<file path="src/rtl/qdec_pkg.sv">
package qdec_pkg;

    typedef enum logic [1:0] {
        RES_NONE = 2'd0,
        RES_X1   = 2'd1,
        RES_X2   = 2'd2,
        RES_X4   = 2'd3
    } res_e;

    typedef struct packed {
        logic a;
        logic b;
    } ab_t;

    localparam int SYNC_DEPTH   = 2;
    localparam int FILT_SAMPLES = 3;

    // Direction of a single-phase step; A leading B is up.
    function automatic logic step_is_up(ab_t prv, ab_t cur);
        logic moved_a;
        moved_a = prv.a ^ cur.a;
        return moved_a ? (cur.a != cur.b) : (cur.a == cur.b);
    endfunction

    // Whether a step produces a count at the selected resolution.
    function automatic logic step_counts(res_e res, ab_t prv, ab_t cur);
        logic moved_a, moved_b;
        moved_a = prv.a ^ cur.a;
        moved_b = prv.b ^ cur.b;
        case (res)
            RES_X4:  return moved_a ^ moved_b;
            RES_X2:  return moved_a & ~moved_b;
            RES_X1:  return moved_a & ~moved_b & ~cur.b;
            default: return 1'b0;
        endcase
    endfunction

endpackage

</file>
<file path="src/rtl/qdec_prescaler.sv">
module qdec_prescaler #(
    parameter int DIV_W = 8
) (
    input  logic             clk,
    input  logic             rst,
    input  logic [DIV_W-1:0] div_i,
    output logic             tick_o
);
    logic [DIV_W-1:0] div_cnt;

    assign tick_o = (div_cnt >= div_i);

    always_ff @(posedge clk) begin
        if (rst || tick_o) begin
            div_cnt <= '0;
        end else begin
            div_cnt <= div_cnt + 1'b1;
        end
    end


    tick_gap_chk: assert property (@(posedge clk) disable iff (rst || div_i == '0)
        tick_o |=> !tick_o);

endmodule

</file>
<file path="src/rtl/qdec_sync.sv">
module qdec_sync #(
    parameter int WIDTH = 2,
    parameter int DEPTH = 2
) (
    input  logic             clk,
    input  logic             rst,
    input  logic [WIDTH-1:0] d_i,
    output logic [WIDTH-1:0] q_o
);
    logic [DEPTH-1:0][WIDTH-1:0] stg;

    always_ff @(posedge clk) begin
        if (rst) begin
            stg <= '0;
        end else begin
            stg[0] <= d_i;
            for (int i = 1; i < DEPTH; i++) begin
                stg[i] <= stg[i-1];
            end
        end
    end

    assign q_o = stg[DEPTH-1];

endmodule

</file>
<file path="src/rtl/qdec_filter.sv">
module qdec_filter
    import qdec_pkg::*;
#(
    parameter int SAMPLES = FILT_SAMPLES
) (
    input  logic clk,
    input  logic rst,
    input  logic tick_i,
    input  ab_t  raw_i,
    output ab_t  flt_o
);
    localparam int HIST = SAMPLES - 1;

    logic [1:0] raw_v;
    logic [1:0] flt_v;

    assign raw_v = raw_i;
    assign flt_o = flt_v;

    for (genvar ch = 0; ch < 2; ch++) begin : g_phase
        logic [HIST-1:0] hist;
        logic            agree;

        assign agree = raw_v[ch] ? (&hist) : ~(|hist);

        always_ff @(posedge clk) begin
            if (rst) begin
                hist      <= '0;
                flt_v[ch] <= 1'b0;
            end else if (tick_i) begin
                hist[0] <= raw_v[ch];
                for (int i = 1; i < HIST; i++) begin
                    hist[i] <= hist[i-1];
                end
                if (agree) begin
                    flt_v[ch] <= raw_v[ch];
                end
            end
        end
    end


    hold_between_ticks_chk: assert property (@(posedge clk) disable iff (rst)
        !tick_i |=> $stable(flt_o));

endmodule

</file>
<file path="src/rtl/qdec_decoder.sv">
module qdec_decoder
    import qdec_pkg::*;
(
    input  logic clk,
    input  logic rst,
    input  logic en_i,
    input  res_e res_i,
    input  ab_t  syn_i,
    input  ab_t  flt_i,
    input  logic clr_i,
    output logic stb_o,
    output logic up_o,
    output logic err_o
);
    ab_t  flt_d;
    logic nq_a_d;
    logic bypass;
    logic nq_rise;
    logic q_hit, q_up, q_both;
    logic hit, hit_up;

    assign bypass  = (res_i == RES_NONE);
    assign nq_rise = syn_i.a & ~nq_a_d;
    assign q_both  = (flt_i.a ^ flt_d.a) & (flt_i.b ^ flt_d.b);
    assign q_hit   = step_counts(res_i, flt_d, flt_i);
    assign q_up    = step_is_up(flt_d, flt_i);
    assign hit     = en_i & (bypass ? nq_rise : q_hit);
    assign hit_up  = bypass ? syn_i.b : q_up;

    always_ff @(posedge clk) begin
        if (rst) begin
            flt_d  <= '0;
            nq_a_d <= 1'b0;
            stb_o  <= 1'b0;
            up_o   <= 1'b0;
            err_o  <= 1'b0;
        end else begin
            flt_d  <= flt_i;
            nq_a_d <= syn_i.a;
            stb_o  <= hit;
            if (hit) begin
                up_o <= hit_up;
            end
            err_o <= (err_o & ~clr_i) | (en_i & ~bypass & q_both);
        end
    end


    bypass_no_err_chk: assert property (@(posedge clk) disable iff (rst)
        (bypass && !err_o) |=> !err_o);


    err_sticky_chk: assert property (@(posedge clk) disable iff (rst)
        (err_o && !clr_i) |=> err_o);


    en_gate_chk: assert property (@(posedge clk) disable iff (rst)
        !en_i |=> !stb_o);


    en_no_err_chk: assert property (@(posedge clk) disable iff (rst)
        (!en_i && !err_o) |=> !err_o);

endmodule

</file>
<file path="src/rtl/qdec_top.sv">
module qdec_top
    import qdec_pkg::*;
#(
    parameter int PRESC_W = 8
) (
    input  logic               clk,
    input  logic               rst,
    input  logic               pin_a,
    input  logic               pin_b,
    input  logic               count_en,
    input  logic [1:0]         res_mode,
    input  logic [PRESC_W-1:0] presc_div,
    input  logic               err_clr,
    output logic               cnt_stb,
    output logic               cnt_up,
    output logic               noise_err
);
    ab_t  pins;
    ab_t  syn;
    ab_t  flt;
    logic tick;
    res_e res;

    assign pins.a = pin_a;
    assign pins.b = pin_b;
    assign res    = res_e'(res_mode);

    qdec_sync #(.WIDTH(2), .DEPTH(SYNC_DEPTH)) u_sync (
        .clk (clk),
        .rst (rst),
        .d_i (pins),
        .q_o (syn)
    );

    qdec_prescaler #(.DIV_W(PRESC_W)) u_presc (
        .clk    (clk),
        .rst    (rst),
        .div_i  (presc_div),
        .tick_o (tick)
    );

    qdec_filter #(.SAMPLES(FILT_SAMPLES)) u_filt (
        .clk    (clk),
        .rst    (rst),
        .tick_i (tick),
        .raw_i  (syn),
        .flt_o  (flt)
    );

    qdec_decoder u_dec (
        .clk   (clk),
        .rst   (rst),
        .en_i  (count_en),
        .res_i (res),
        .syn_i (syn),
        .flt_i (flt),
        .clr_i (err_clr),
        .stb_o (cnt_stb),
        .up_o  (cnt_up),
        .err_o (noise_err)
    );

endmodule

</file>
<file path="config.mk">
export PLATFORM = sky130hd
export DESIGN_NAME = qdec_top
export DESIGN_NICKNAME = d
export VERILOG_FILES = /design/src/rtl/qdec_pkg.sv /design/src/rtl/qdec_prescaler.sv /design/src/rtl/qdec_sync.sv /design/src/rtl/qdec_filter.sv /design/src/rtl/qdec_decoder.sv /design/src/rtl/qdec_top.sv
export SDC_FILE = /design/constraint.sdc
export NUM_CORES = 1
export LEC_CHECK = 0
export ABC_AREA = 1
export BUFFER_PORTS_ARGS = -buffer_cell sky130_fd_sc_hd__buf_2
export CORE_MARGIN = 2
export CORE_UTILIZATION = 30
export DETAILED_ROUTE_END_ITERATION = 12
export GPL_TIMING_DRIVEN = 0
export MAX_ROUTING_LAYER = met4
export PLACE_DENSITY = 0.5
export SLEW_MARGIN = 20
export SYNTH_ARGS = -nofsm -noshare
export SYNTH_HDL_FRONTEND = slang
export SYNTH_HIERARCHICAL = 1
export SYNTH_SLANG_ARGS = --single-unit
</file>
<file path="constraint.sdc">
create_clock -name clk -period 2.3 [get_ports clk]
set_input_delay 0.115 -clock clk [delete_from_list [all_inputs] [get_ports clk]]
set_output_delay 0.115 -clock clk [all_outputs]
set_load 0.01 [all_outputs]
</file>
== After elaboration in Yosys (flattened, before gate mapping) ==
Cells that the tools add are included.
Word-level totals
  bits in registers: 24
  bits of input ports: 16
  output and inout port bits: 3
  logic and storage cells: 53
Cells by class
  add/sub/neg operators: 1
  magnitude comparators: 1
  equal/unequal tests: 5
  multiplexer cells: 6
  bitwise operators: 19
  reductions and logical operators: 8
Operator list (count)
  8-bit by 1-bit adder with 8-bit output (second input constant): 1
  1-bit bitwise AND: 8
  8-bit >= comparator: 1
  2-bit AND reduction: 4
  1-bit NOT: 7
  1-bit 2-to-1 mux: 5
  2-bit == test (second input constant): 2
  2-bit OR reduction: 2
  1-bit case mux with 3 select lines: 1
  1-bit bitwise XOR: 3
  2-bit by 1-bit == test with 1-bit output (second input constant): 1
  2-bit zero test: 1
  1-bit == test: 1
  1-bit logical OR: 1
  1-bit inequality test: 1
  1-bit OR: 1

== Depth between registers and ports, before layout ==
  word-level depth: 7
  depth in mapped cells: 13
  depth with buffers taken out: 13

== Modules after synthesis ==
The synthesis kept the hierarchy.
By module, submodules not included
  qdec_prescaler: instances 1, cells each 74, area an instance 550.5 µm², sequential area each 160.2 µm²
  qdec_decoder: instances 1, cells each 48, area an instance 316.6 µm², sequential area each 120.1 µm²
  qdec_filter: instances 1, cells each 36, area an instance 276.5 µm², sequential area each 120.1 µm²
  qdec_sync: instances 1, cells each 14, area an instance 125.1 µm², sequential area each 80.1 µm²

== Worst setup path before layout ==
Ideal clock, no wire load.
  path kind: register to register
  from: register u_presc.div_cnt[3]
  to: register u_filt.g_phase[0].hist[0]
  library setup time: 0.117 ns
  data arrival time: 1.331 ns
  data required time: 2.183 ns
  setup slack: 0.852 ns
  cell stages (with the launch flop): 11
  path buffers: 1
  period minus slack after synthesis: 1.448 ns
  path through: dfxtp_1 > ha_1 > nand2_1 > inv_1 > nand2_1 > nand2_1 > nand2_1 > nand3_1 > buf_6 > o21ai_1 > a21oi_1
Between the ends
  cells in the longest elaborated chain, start to end: 1
Ends and longest elaborated chain
  from (decl): RTL line qdec_prescaler.sv:9  | logic [DIV_W-1:0] div_cnt;
  from (signal assigned): RTL line qdec_prescaler.sv:17  | div_cnt <= div_cnt + 1'b1;
  8-bit >= comparator: RTL line qdec_prescaler.sv:11  | assign tick_o = (div_cnt >= div_i);
  net tick: RTL line qdec_top.sv:21  | logic tick;
  to (signal assigned): RTL line qdec_filter.sv:31  | hist[0] <= raw_v[ch];
  to (signal, indexed assignment): RTL line qdec_filter.sv:33  | hist[i] <= hist[i-1];
  to (decl): RTL line qdec_filter.sv:21  | logic [HIST-1:0] hist;
The timed path passes the listed nets, and every way through them passes these cells.
A chain may end at the register's enable or synchronous reset.

== Final worst setup path ==
Ends and elaborated chain as after synthesis.

==> results.yml <==
route:
  route.met3.wl_um: 54
  wl_met1_um: 1090
  routedWlPerCell_um: 8.34
  first_iter_violations: 36
  vias: 970
  vias_per_cell: 3.98
  detail-route-antenna-nets: 0
  wl_met2_um: 874
  wirelength_um: 2040
  top_layer_used: "met4"
  firstDrtPassIters: 4
  drt_drc_violations_left: 0
clock_tree:
  clk_pin_slew_ns: 0.09
  cts.path.max_buffers: 2
  cts_tree: "built"
  ctsHoldBuffers: 0
  clk_latency_ns: 0.26
  cts_root_buf: "clkbuf_8"
  post_cts_buffers: 0
  htreeDepth: 1
  post_cts_resized: 0
  numCtsBuffers: 3
  clock_sinks: 24
timing:
  period_share_pct: 72.6
  fmax_mhz: 599
  slew_violations: 0
  relSlewSlack_pct: 83.7
  worst_pin_slew_ns: 0.245
  rsz0062_at_grt: "no"
  fin_setup_tns_ns: 0
  period_minus_slack_ns: 1.67
  hold_viol: 0
  setup_viol: 0
  fin_skew_ns: 0.00372
logic_synthesis:
  synth_top_family_by_area: "simple AND/OR/NAND/NOR gates"
  synth-adder-area-share_pct: 10.8
  yosys.area.top_type_share_pct: 37.9
  synth_area_um2: 1270
  synth-compound-area-share_pct: 7.30
  synth.area.top_cells: "dfxtp_1 (38%), inv_1 (12%), ha_1 (11%), nand2_1 (9.5%), nor2_1 (6.8%)"
  yosysTopAreaCell: "dfxtp_1"
  ys_warn_count: 6
  synth.avg_cell_area_um2: 7.38
  synthCells: 172
  synth_seq_area_share_pct: 37.9
  synth_xor_area_share_pct: 5.52
  syn_nets: 199
  muxShareOfSynthArea_pct: 0
  ys_ff_latch: 24
  synth-simple-area-share_pct: 24.5
  synth_cell_types: 20
setup_path:
  startpoint: "u_presc/div_cnt[3]"
  cpPeakStageDelay_ns: 0.43
  cp-start-kind: "register"
  cp.required_ns: 2.46
  cp_data_arrival_time_ns: 1.83
  cp_max_fo: 10
  cp_slowest_cell: "dfxtp_1"
  crit_top_cell: "nand2_1"
  critPathKind: "register to register"
  worst-r2r-cell-count: 10
  crit_path_cell_trace: "ha_1 -> nand2_1 -> inv_1 -> nand2_1 -> nand2_1 -> nand2_1 -> nand3_1 -> buf_6 -> o21ai_1 -> a21oi_1"
  cp.depth: 10
  crit_family: "simple AND/OR/NAND/NOR gates"
  path_buf_inv: 2
  r2r_start: "u_presc/div_cnt[3]"
  endpoint_kind: "register"
layout:
  drive_above_1_share_pct: 17.5
  diodes: 0
  syn_to_final_growth_pct: 17.7
  final_cell_area_um2: 1490
  nNetsFinal: 222
  stdcell_count: 244
global_route:
  grt.total_usage_pct: 9.74
  grt-ovfl-total: 0
  grt_pass1_vias: 919
  grt_pass1_wl_um: 3850
  antenna_found_initial: 0
  grt_start_max_net_pins: 15
floorplan:
  ios: 19
  core_um2: 4030
  initial_core_util_pct: 31.5
  die_w_um: 69.0
  num_rows: 23
  die_h_um: 69.0
  die_area_um2: 4770
hold_path:
  hold_start: "pin_b"
  hp-class: "input port to register"
  min_path_cells: 3
placed_design:
  port_buffers: 18
  dp_cells: 240
  post-dp-hpwl_um: 1590
  gp_congestion: 0.713
  post_dp_cell_area_um2: 1420
outcome:
  status: "finished clean"
pwr:
  p_per_area_nw_per_um2: 587
  p_leak_nw: 0.737
  fin_total_pwr_w: 0.000877
  vdd_ir_drop_max_v: 0.000500
run:
  drv_cap: 0
[layout make-up]
cell class | instances | area, um^2
Multi-Input combinational cell | 105 | 611
Clock inverter | 1 | 30.0
Buffer | 3 | 26.3
Inverter | 40 | 151
Fill cell | 445 | 2540
Tap cell | 50 | 62.6
Sequential cell | 24 | 480
Clock buffer | 3 | 41.3
Timing Repair Buffer | 18 | 90.1
[tightest hold or removal path, delay by kind of cell]
family / cells / cell delay, ns
buf+inv: 2 / 0.10
simple gates: 1 / 0.06
[placed cells by master (no fill, tap or decap)]
master / instances
a21boi_1: 1
a21o_1: 1
a21oi_1: 8
a21oi_2: 2
buf_2: 18
buf_4: 2
buf_6: 1
bufinv_16: 1
clkbuf_8: 3
clkinv_2: 1
dfxtp_1: 24
ha_1: 11
inv_1: 39
nand2_1: 32
nand3_1: 9
nand3_2: 3
nand4_2: 1
nor2_1: 23
nor2_2: 1
nor3_2: 1
o21ai_1: 4
xnor2_1: 2
xor2_1: 6
[cells by family after synthesis]
kind of cell / after synthesis
AO/OA/AOI/OAI: 16
XOR/XNOR: 8
adder cells (fa/ha/maj): 11
buffers and inverters: 43
flip-flops: 24
AND/OR/NAND/NOR: 70
[worst paths after layout]
check | slack, ns | endpoint
setup / recovery | 0.63 | u_filt/g_phase[0].hist[0]
hold / removal | 0.05 | u_sync/stg[0]
setup reg to reg | 0.63 | u_filt/g_phase[0].hist[0]
hold reg to reg | 0.41 | u_sync/q_o[0]
[cells in the mapped netlist, drive strengths merged]
cell    instances
a21oi          10
a21boi          1
nor3            1
buf             3
nand3          12
nor2           24
xnor2           2
o21ai           4
nand2          32
xor2            6
ha             11
dfxtp          24
a21o            1
clkinv          1
nand4           1
inv            39
[through the flow]
stage	setup WS (ns)	hold WS [ns]	utilization (%)
final	0.630	0.0466	37.0
after global routing	0.387	0.0342	37.0
after CTS	0.601	0.0367	37.0
after detailed placement	0.633	0.321	35.3
after global placement	0.635	0.314	35.3
after floorplan	0.852	0.184	-
[per-layer routing]
metal  global-route usage (%)  vias up
li1                         -      561
met1                     12.6      397
met2                     15.4       10
met3                     2.63        2
met4                     1.96        0
met5                        -        -
[state kept, by name, summed over array words and instances (netlist names)]
name	cells
u_dec/nq_a_d	1
u_sync/stg	2
u_filt/flt_o	2
u_dec/up_o	1
u_filt/g_phase.hist	4
u_presc/div_cnt	8
u_dec/stb_o	1
u_dec/flt_d	2
u_sync/q_o	2
u_dec/err_o	1
[where the power goes]
group | switching, W | internal, W | leakage, nW | total (W)
registers | 0.00000810 | 0.000427 | 0.195 | 0.000435
clock network | 0.000133 | 0.000233 | 0.0357 | 0.000365
logic | 0.0000421 | 0.0000344 | 0.506 | 0.0000765
Power figures use the tool's default switching activity.
